`config.mk`:
```
export PLATFORM = sky130hd
export DESIGN_NAME = iso_rx_endpoint
export DESIGN_NICKNAME = d
export VERILOG_FILES = /design/src/rtl/iso_rx_pkg.sv /design/src/rtl/iso_rx_store.sv /design/src/rtl/iso_rx_lenq.sv /design/src/rtl/iso_rx_csr.sv /design/src/rtl/iso_rx_endpoint.sv
export SDC_FILE = /design/constraint.sdc
export NUM_CORES = 2
export LEC_CHECK = 0
export ABC_CLOCK_PERIOD_IN_PS = 5200
export BUFFER_PORTS_ARGS = -buffer_cell sky130_fd_sc_hd__buf_2
export CAP_MARGIN = 20
export CORE_MARGIN = 2
export CORE_UTILIZATION = 54
export CTS_CLUSTER_SIZE = 20
export DETAILED_ROUTE_END_ITERATION = 12
export GPL_TIMING_DRIVEN = 1
export HOLD_SLACK_MARGIN = 0.08
export PLACE_DENSITY_LB_ADDON = 0.15
export SLEW_MARGIN = 20
export SYNTH_ARGS = -nofsm -noshare
export SYNTH_HDL_FRONTEND = slang
export SYNTH_HIERARCHICAL = 1
export SYNTH_MEMORY_MAX_BITS = 65536
export SYNTH_SLANG_ARGS = --single-unit
```
`constraint.sdc`:
```
create_clock -name clk -period 5.2 [get_ports clk]
set_clock_uncertainty 0.2 [all_clocks]
set_input_delay 0 -clock clk [delete_from_list [all_inputs] [get_ports clk]]
set_output_delay 0 -clock clk [all_outputs]
set_load 0.02 [all_outputs]
```
`src/rtl/iso_rx_pkg.sv`:
```
package iso_rx_pkg;

    localparam int BIT_SVC   = 0;
    localparam int BIT_DONE  = 1;
    localparam int BIT_OVF   = 2;
    localparam int BIT_AVAIL = 6;
    localparam int BIT_SHORT = 7;

    typedef struct packed {
        logic short_held;
        logic bytes_left;
        logic overflow;
        logic done;
        logic pkt_held;
    } rx_status_t;

    function automatic logic [31:0] pack_status(rx_status_t s);
        logic [31:0] w;
        w            = '0;
        w[BIT_SVC]   = s.pkt_held;
        w[BIT_DONE]  = s.done;
        w[BIT_OVF]   = s.overflow;
        w[BIT_AVAIL] = s.bytes_left;
        w[BIT_SHORT] = s.short_held;
        return w;
    endfunction

endpackage

```
`src/rtl/iso_rx_store.sv`:
```
module iso_rx_store #(
    parameter int MAX_PKT = 256,
    parameter int DEPTH   = 512,
    parameter int LW      = $clog2(MAX_PKT + 1)
) (
    input  logic          clk,
    input  logic          rst,
    input  logic          sie_sop,
    input  logic          sie_data_vld,
    input  logic [7:0]    sie_data,
    input  logic          sie_eop,
    input  logic          lenq_full,
    input  logic [LW-1:0] head_len,
    input  logic          rd_stb,
    output logic [7:0]    rd_data,
    output logic          commit,
    output logic [LW-1:0] commit_len,
    output logic          discard,
    output logic          pop,
    output logic          not_empty
);
    localparam int AW = $clog2(DEPTH);
    localparam int PW = AW + 1;
    localparam logic [PW-1:0] DEPTH_P = PW'(DEPTH);
    localparam logic [LW-1:0] MAX_L   = LW'(MAX_PKT);

    logic [7:0]    mem [DEPTH];
    logic [PW-1:0] wp_spec, wp_cmt, rp;
    logic [LW-1:0] cur_len, rd_idx;
    logic          in_pkt, dropping;

    logic [PW-1:0] fill, avail;
    logic          take, fits, wr_en, drop_now, eop_evt, rd_ok;
    logic [LW-1:0] len_final;

    always_comb begin
        fill       = wp_spec - rp;
        avail      = wp_cmt - rp;
        take       = in_pkt && !sie_sop && sie_data_vld;
        fits       = (fill < DEPTH_P) && (cur_len < MAX_L);
        wr_en      = take && fits && !dropping;
        drop_now   = dropping || (take && !fits);
        len_final  = cur_len + LW'(wr_en);
        eop_evt    = in_pkt && !sie_sop && sie_eop;
        commit     = eop_evt && !drop_now && (len_final != '0) && !lenq_full;
        discard    = eop_evt && (drop_now || ((len_final != '0) && lenq_full));
        commit_len = len_final;
        not_empty  = (avail != '0);
        rd_ok      = rd_stb && not_empty;
        pop        = rd_ok && ((rd_idx + LW'(1)) == head_len);
    end

    always_ff @(posedge clk) begin
        if (wr_en) mem[wp_spec[AW-1:0]] <= sie_data;
    end

    always_ff @(posedge clk) begin
        if (rst) begin
            wp_spec  <= '0;
            wp_cmt   <= '0;
            cur_len  <= '0;
            in_pkt   <= 1'b0;
            dropping <= 1'b0;
        end else if (sie_sop) begin
            in_pkt   <= 1'b1;
            wp_spec  <= wp_cmt;
            cur_len  <= '0;
            dropping <= 1'b0;
        end else begin
            if (wr_en) begin
                wp_spec <= wp_spec + PW'(1);
                cur_len <= cur_len + LW'(1);
            end
            if (take && !fits) dropping <= 1'b1;
            if (eop_evt) begin
                in_pkt <= 1'b0;
                if (commit) wp_cmt  <= wp_spec + PW'(wr_en);
                else        wp_spec <= wp_cmt;
            end
        end
    end

    always_ff @(posedge clk) begin
        if (rst) begin
            rp      <= '0;
            rd_idx  <= '0;
            rd_data <= '0;
        end else if (rd_ok) begin
            rp      <= rp + PW'(1);
            rd_data <= mem[rp[AW-1:0]];
            rd_idx  <= pop ? '0 : rd_idx + LW'(1);
        end else if (rd_stb) begin
            rd_data <= '0;
        end
    end

endmodule

```
`src/rtl/iso_rx_lenq.sv`:
```
module iso_rx_lenq #(
    parameter int LW      = 9,
    parameter int ENTRIES = 4
) (
    input  logic          clk,
    input  logic          rst,
    input  logic          push,
    input  logic [LW-1:0] push_len,
    input  logic          pop,
    output logic [LW-1:0] head_len,
    output logic          held,
    output logic          full
);
    localparam int QW = $clog2(ENTRIES);
    localparam int PW = QW + 1;

    logic [LW-1:0] q [ENTRIES];
    logic [PW-1:0] wp, rp, cnt;

    always_comb begin
        cnt      = wp - rp;
        held     = (cnt != '0);
        full     = (cnt == PW'(ENTRIES));
        head_len = q[rp[QW-1:0]];
    end

    always_ff @(posedge clk) begin
        if (push) q[wp[QW-1:0]] <= push_len;
    end

    always_ff @(posedge clk) begin
        if (rst) begin
            wp <= '0;
            rp <= '0;
        end else begin
            if (push) wp <= wp + PW'(1);
            if (pop && held) rp <= rp + PW'(1);
        end
    end

endmodule

```
`src/rtl/iso_rx_csr.sv`:
```
module iso_rx_csr
    import iso_rx_pkg::*;
#(
    parameter int MAX_PKT = 256,
    parameter int LW      = 9,
    parameter int ENTRIES = 4
) (
    input  logic          clk,
    input  logic          rst,
    input  logic          commit,
    input  logic [LW-1:0] commit_len,
    input  logic          discard,
    input  logic          pop,
    input  logic [LW-1:0] head_len,
    input  logic          pkt_held,
    input  logic          bytes_left,
    input  logic          clr_done,
    input  logic          clr_ovf,
    output logic [31:0]   csr_rdata,
    output logic          irq
);
    localparam int SW = $clog2(ENTRIES + 1);
    localparam logic [LW-1:0] MAX_L = LW'(MAX_PKT);

    logic          done_q, ovf_q;
    logic [SW-1:0] short_cnt;
    logic          short_in, short_out;
    rx_status_t    st;

    always_comb begin
        short_in      = commit && (commit_len < MAX_L);
        short_out     = pop && (head_len < MAX_L);
        st.pkt_held   = pkt_held;
        st.done       = done_q;
        st.overflow   = ovf_q;
        st.bytes_left = bytes_left;
        st.short_held = (short_cnt != '0);
        csr_rdata     = pack_status(st);
        irq           = done_q || ovf_q;
    end

    always_ff @(posedge clk) begin
        if (rst) begin
            done_q    <= 1'b0;
            ovf_q     <= 1'b0;
            short_cnt <= '0;
        end else begin
            done_q    <= commit  || (done_q && !clr_done);
            ovf_q     <= discard || (ovf_q && !clr_ovf);
            short_cnt <= short_cnt + SW'(short_in) - SW'(short_out);
        end
    end

endmodule

```
`src/rtl/iso_rx_endpoint.sv`:
```
module iso_rx_endpoint
    import iso_rx_pkg::*;
#(
    parameter int MAX_PKT = 256,
    parameter int LENQ    = 4
) (
    input  logic        clk,
    input  logic        rst,
    input  logic        sie_sop,
    input  logic        sie_data_vld,
    input  logic [7:0]  sie_data,
    input  logic        sie_eop,
    input  logic        rd_stb,
    output logic [7:0]  rd_data,
    input  logic        csr_wr,
    input  logic [31:0] csr_wdata,
    output logic [31:0] csr_rdata,
    output logic        irq
);
    localparam int DEPTH = 2 * MAX_PKT;
    localparam int LW    = $clog2(MAX_PKT + 1);

    logic          commit_w, discard_w, pop_w, not_empty_w;
    logic          lenq_full_w, held_w;
    logic [LW-1:0] commit_len_w, head_len_w;
    logic          clr_done_w, clr_ovf_w;
    logic          unused_wbits;

    assign clr_done_w   = csr_wr && csr_wdata[BIT_DONE];
    assign clr_ovf_w    = csr_wr && csr_wdata[BIT_OVF];
    assign unused_wbits = ^{csr_wdata[31:3], csr_wdata[0]};

    iso_rx_store #(.MAX_PKT(MAX_PKT), .DEPTH(DEPTH), .LW(LW)) i_store (
        .clk, .rst,
        .sie_sop, .sie_data_vld, .sie_data, .sie_eop,
        .lenq_full (lenq_full_w),
        .head_len  (head_len_w),
        .rd_stb, .rd_data,
        .commit    (commit_w),
        .commit_len(commit_len_w),
        .discard   (discard_w),
        .pop       (pop_w),
        .not_empty (not_empty_w)
    );

    iso_rx_lenq #(.LW(LW), .ENTRIES(LENQ)) i_lenq (
        .clk, .rst,
        .push     (commit_w),
        .push_len (commit_len_w),
        .pop      (pop_w),
        .head_len (head_len_w),
        .held     (held_w),
        .full     (lenq_full_w)
    );

    iso_rx_csr #(.MAX_PKT(MAX_PKT), .LW(LW), .ENTRIES(LENQ)) i_csr (
        .clk, .rst,
        .commit    (commit_w),
        .commit_len(commit_len_w),
        .discard   (discard_w),
        .pop       (pop_w),
        .head_len  (head_len_w),
        .pkt_held  (held_w),
        .bytes_left(not_empty_w),
        .clr_done  (clr_done_w),
        .clr_ovf   (clr_ovf_w),
        .csr_rdata,
        .irq
    );

endmodule

```
# Word level (Yosys, flattened, before mapping)
# Memories as Yosys holds them, arrays and structs flattened. A register that Yosys moved wholly into a read port is not among the register bits.
# Index checks and enable logic that the tools add are counted.
[classes]
n_addsub = 13
n_lt_le_gt_ge = 4
n_eq_ne = 2
muxes = 17
bitwise = 1
reduce_logical = 41
[ops]
columns = ["cell", "count"]
rows = [
  ["$mux W10", 4],
  ["$lt A9 B9 Y1 const B", 3],
  ["$mux W9", 3],
  ["$logic_and A1 B1 Y1", 21],
  ["$add A10 B1 Y10 const B", 2],
  ["$sub A10 B10 Y10", 2],
  ["$add A9 B1 Y9 const B", 2],
  ["$mux W8", 2],
  ["$add A10 B1 Y10", 1],
  ["$lt A10 B10 Y1 const B", 1],
  ["$reduce_bool A10 Y1", 1],
  ["$add A9 B1 Y9", 1],
  ["$eq A9 B9 Y1", 1],
  ["$reduce_bool A9 Y1", 1],
  ["$logic_not A1 Y1", 7],
  ["$add A3 B1 Y3 const B", 2],
  ["$mux W1", 6],
  ["$reduce_bool A3 Y1", 2],
  ["$logic_or A1 B1 Y1", 5],
  ["$mux W2", 2],
  ["$reduce_bool A2 Y1", 2],
  ["$add A3 B1 Y3", 1],
  ["$eq A3 B3 Y1 const B", 1],
  ["$reduce_and A3 Y1", 1],
  ["other kinds (4)", 4],
]
[totals]
ff_bits = 69
ram_bits = 4132
in_bits = 47
output_inout_bits = 41
wordCells = 93
mem_count = 2
[memory_table]
columns = ["name", "words", "word_bits", "rd", "rd_clocked_by_memory_dff", "write_ports", "line_no", "text"]
rows = [
  ["i_store.mem", 512, 8, 1, 1, 1, "iso_rx_store.sv:27", "logic [7:0] mem [DEPTH];"],
  ["i_lenq.q", 4, 9, 1, 1, 1, "iso_rx_lenq.sv:17", "logic [LW-1:0] q [ENTRIES];"],
]

# Longest topological paths before layout
[depth]
depth_word = 13
depth_mapped = 26
mapped_depth_nobuf = 23

# Cells and area by module
# Netlist, hierarchy kept.
[by_module_without_submodules]
columns = ["mod", "instances", "cells_each", "area_per_inst_um2", "seq_area_each_um2"]
rows = [
  ["iso_rx_store", 1, 8847, 165207.2, 124339.3],
  ["iso_rx_lenq", 1, 96, 1757.9, 1241.2],
  ["iso_rx_csr", 1, 56, 481.7, 100.1],
  ["iso_rx_endpoint", 1, 2, 12.5, 0.0],
]

# Worst setup path before layout
# OpenSTA, ideal clock, no wires.
[synth_path]
path_kind = "reg-to-reg"
from = "reg i_store.rp[6]"
to = "reg i_csr.short_cnt[2]"
setup_time_ns = 0.110
arrival_ns = 5.356
required_time_ns = 4.890
path_slack_ns = -0.466
stages_incl_launch_ff = 27
n_path_buf = 3
synth_period_minus_slack_ns = 5.666
path_cell_list = "dfxtp_1 inv_1 ha_1 a21o_1 a21o_1 a21oi_1 o211ai_1 mux2_2 clkbuf_1 buf_1 ha_1 ha_1 and4_4 xnor2_2 nor3_1 and3_1 or4_4 nor3_4 buf_6 nand2b_1 ha_1 inv_1 ha_1 inv_1 fa_1 xnor3_1 nor2_1"
[synth_via]
elab_cells_between_ends = 23
classes_between = "add/sub: 5; order compare: 2; reduce/logical: 16"
[synth_rtl]
columns = ["item", "line_no", "text"]
rows = [
  ["from (decl)", "iso_rx_store.sv:28", "logic [PW-1:0] wp_spec, wp_cmt, rp;"],
  ["from (signal assigned)", "iso_rx_store.sv:89", "rp <= rp + PW'(1);"],
  ["$sub A10 B10 Y10", "iso_rx_store.sv:37", "fill = wp_spec - rp;"],
  ["$lt A10 B10 Y1", "iso_rx_store.sv:40", "fits = (fill < DEPTH_P) && (cur_len < MAX_L);"],
  ["$logic_and A1 B1 Y1", "iso_rx_store.sv:40", ""],
  ["$logic_and A1 B1 Y1 (2 in series)", "iso_rx_store.sv:41", "wr_en = take && fits && !dropping;"],
  ["net i_store.wr_en", "iso_rx_store.sv:33", "logic take, fits, wr_en, drop_now, eop_evt, rd_ok;"],
  ["$add A9 B1 Y9", "iso_rx_store.sv:43", "len_final = cur_len + LW'(wr_en);"],
  ["net commit_len_w[8]", "iso_rx_endpoint.sv:25", "logic [LW-1:0] commit_len_w, head_len_w;"],
  ["$reduce_bool A9 Y1", "iso_rx_store.sv:45", "commit = eop_evt && !drop_now && (len_final != '0) && !lenq_full;"],
  ["$logic_and A1 B1 Y1 (2 in series)", "iso_rx_store.sv:45", ""],
  ["net commit_w", "iso_rx_endpoint.sv:23", "logic commit_w, discard_w, pop_w, not_empty_w;"],
  ["$logic_and A1 B1 Y1", "iso_rx_csr.sv:31", "short_in = commit && (commit_len < MAX_L);"],
  ["$add A3 B1 Y3", "iso_rx_csr.sv:50", "short_cnt <= short_cnt + SW'(short_in) - SW'(short_out);"],
  ["$sub A3 B1 Y3", "iso_rx_csr.sv:50", ""],
  ["to (signal assigned)", "iso_rx_csr.sv:50", ""],
  ["to (decl)", "iso_rx_csr.sv:26", "logic [SW-1:0] short_cnt;"],
]
# The timed path passes the listed nets, and every way through them passes these cells.
# A chain may end at the register's enable or synchronous reset.

==> impl_metrics.ini <==
[power]
seq_power_share = 0.471
vdd_drop_max_mv = 0.3929
comb_power_share = 0.148
p_sw_w = 0.01968
p_int_w = 0.05970
sw_frac_of_total = 0.2479
power_density_nw_per_um2 = 423.6
p_clk_frac = 0.380
leakagePower_nw = 57.85

[floorplanning]
die_w_microns = 560.9
rows = 204
fp.dieH_microns = 560.9
die-area_sq_um = 314600
start_util = 0.5427
ios = 88
core_area_sq_um = 308600

[timing]
worst_pin_slew_ns = 1.372
finalCriticalPeriod_ns = 4.935
rsz0062_at_grt = false
clock.fmax_ghz = 0.2026
fin_tns_setup_ns = 0
finalHoldViolations = 0
maxSlewHeadroom = 0.08537
setup_violations = 0
hold_slack_ns = 0.2983
slew_viol_final = 0
period_share = 0.9491

[hold_path]
hold_class = flop to flop

[detailed_routing]
met2_length_microns = 211800
wl_met1_microns = 180900
drt_first_pass_iters = 6
wl_per_cell_microns = 33.15
topRoutingLayerUsed = met5
wl_microns = 455900
via_per_inst = 6.550
wl_met3_microns = 46340
drt_iter0_drc = 11400
vias = 90080
drc = 0
antenna_left = 0

[layout]
mostFrequentLayoutCell = edfxtp_1
multi_input_area_sq_um = 38140
seqCellArea_sq_um = 125700
drive_gt1_frac = 0.1754
fin_nets = 9354
syn2layout_area_growth_pct = 11.91
nFillCells = 21860
layout_common_cells = 4132 x edfxtp_1, 919 x mux2i_1, 762 x nor2_1

[synth]
synthCells = 9001
yosys_warnings = 6
synth.largest_area_cell = edfxtp_1
synth_top_area_share = 0.7409
async_reset_ff_frac = 0
synth_enable_flop_cells = 4132
avgSynthCellArea_sq_um = 18.60
ys_types = 79
seq_area_frac_synth = 0.7505
synth.area.top_cells = edfxtp_1 74%, mux4_2 7.3%, mux2i_1 5.5%
synthFlopType = edfxtp_1
synth_area_sq_um = 167500
ys_ff_latch = 4212

[worst_setup_path]
slowest_delay_ns = 0.92
arrival_ns = 5.54
critPathBufInv = 2
crit_family = simple AND/OR/NAND/NOR gates
worstPathMaxFanout = 30
worst_path_most_repeated_cell = nor3_1
cp_data_required_time_ns = 5.80
startpoint_type = flop
worst_setup_path_end_kind = flop
cpMaxStageDelayCell = nor4_2
crit_type = flop to flop
crit_chain = buf_12, buf_4, mux4_2, nor3_1, a211oi_1, or4_1, nor4_2, o211ai_1, o21ai_1, nor3_1

[grt]
grt_pass1_vias = 88170
grt_pass1_wl_microns = 648300
grt_start_max_net_pins = 215
antenna_found_initial = 18
overflow = 0
track_usage = 0.2864

[clock_network]
clkSinkCount = 4212
cts_max_path_buffers = 4
post_cts.repair.setup_buffers = 0
clk_latency_ns = 0.95
clk_pin_slew_ns = 0.06
root_buffer = clkbuf_16
cts_tree = done
htree_levels = 5
cts_made_buffers = 427

[placed_design]
gp_congestion = 0.8621
io_buffers = 30
dp_hpwl_microns = 268100

[outcome]
outcome = finished, final reports clean

[flow_run]
drv_cap = 0
## final cells by class
type,count,area share
Antenna cell,8,0.0001068
Clock buffer,519,0.05964
Clock inverter,267,0.01374
Inverter,33,0.0007411
Multi-Input combinational cell,4169,0.2035
Sequential cell,4212,0.6708
Tap cell,4120,0.02751
Timing Repair Buffer,426,0.02401
## power groups by stage
stage | clock, W | sequential (W) | combinational (W)
floorplan | 0 | 0.0380 | 0.00851
global placement | 0 | 0.0381 | 0.0116
detailed placement | 0 | 0.0381 | 0.0117
CTS | 0.0306 | 0.0374 | 0.0118
global route | 0.0320 | 0.0374 | 0.0123
finish | 0.0302 | 0.0374 | 0.0118
## timing repair
action	4_1_cts	5_1_grt
gates resized for setup	0	2
hold buffers	47	0
endpoints found under the setup margin	0	31
endpoints found under the hold margin	4191	0
## worst min-delay path, delay by kind of cell, from the launching register on
family,cells,cell delay [ns]
AO/OA/AOI/OAI,1,0.05
flip-flops,1,0.35
AND/OR/NAND/NOR,1,0.07
## final timing paths
kind                                   start                         endpoint  slack [ns]  depth (start not counted)
max                                     flop  i_store/rd_data[2]$_SDFFE_PP0P_        0.26                         10
min          i_store/cur_len[8]$_SDFFE_PP0P_  i_store/cur_len[8]$_SDFFE_PP0P_        0.30                          2
max reg2reg                             flop  i_store/rd_data[2]$_SDFFE_PP0P_        0.26                         10
min reg2reg  i_store/cur_len[8]$_SDFFE_PP0P_  i_store/cur_len[8]$_SDFFE_PP0P_        0.30                          2
## registers in the layout (all words and copies together) (netlist names), 3 cells and up, named ones only
name,count
i_store/wp_spec,10
i_csr/short_cnt,3
i_store/mem,4096
i_lenq/rp,3
i_lenq/q,36
i_store/cur_len,9
i_lenq/wp,3
i_store/rp,10
i_store/wp_cmt,10
i_store/rd_data,8
i_store/rd_idx,9
## kinds of logic after synthesis
kind of cell / share of synthesized area
AO/OA/AOI/OAI: 0.05098
other: 0.00002239
multiplexers: 0.1336
flip-flops: 0.7505
AND/OR/NAND/NOR: 0.03469
XOR/XNOR: 0.003415
buffers and inverters: 0.02389
adder cells (fa/ha/maj): 0.002884
## synth_stat cells (all sizes together), types with 28 or more instances
library cell and n:
nor3 158, a211oi 116, edfxtp 4132, mux2i 919, nand2b 38, mux4 546, o21ai 256, nor2 768
nand4 32, inv 33, o31ai 28, buf 337, o22ai 42, ha 37, xnor2 44, nand2 154
dfxtp 80, a221oi 261, nor2b 28, a21oi 161, a221o 138, mux2 78, clkbuf 276, nand3 49
a22oi 53
## per-layer routing
metal,vias up,GRT usage
li1,37190,-
met1,47380,0.4113
met2,4751,0.4399
met3,754,0.06040
met4,8,0.09765
met5,-,0
## through the flow
step                total power, W  setup WS, ns    util  std cells  cell area, sq um
floorplan                  0.04655       0.04321       -       9027            167600
global placement           0.04973        0.1668  0.5606      12910            173000
detailed placement         0.04982        0.2018  0.5606      12910            173000
CTS                        0.07979        0.1878  0.6071      13750            187300
global route               0.08169       0.03196  0.6072      13750            187400
finish                     0.07938        0.2649  0.6073      13750            187400
Note: power is estimated with default switching activity, not from simulation.
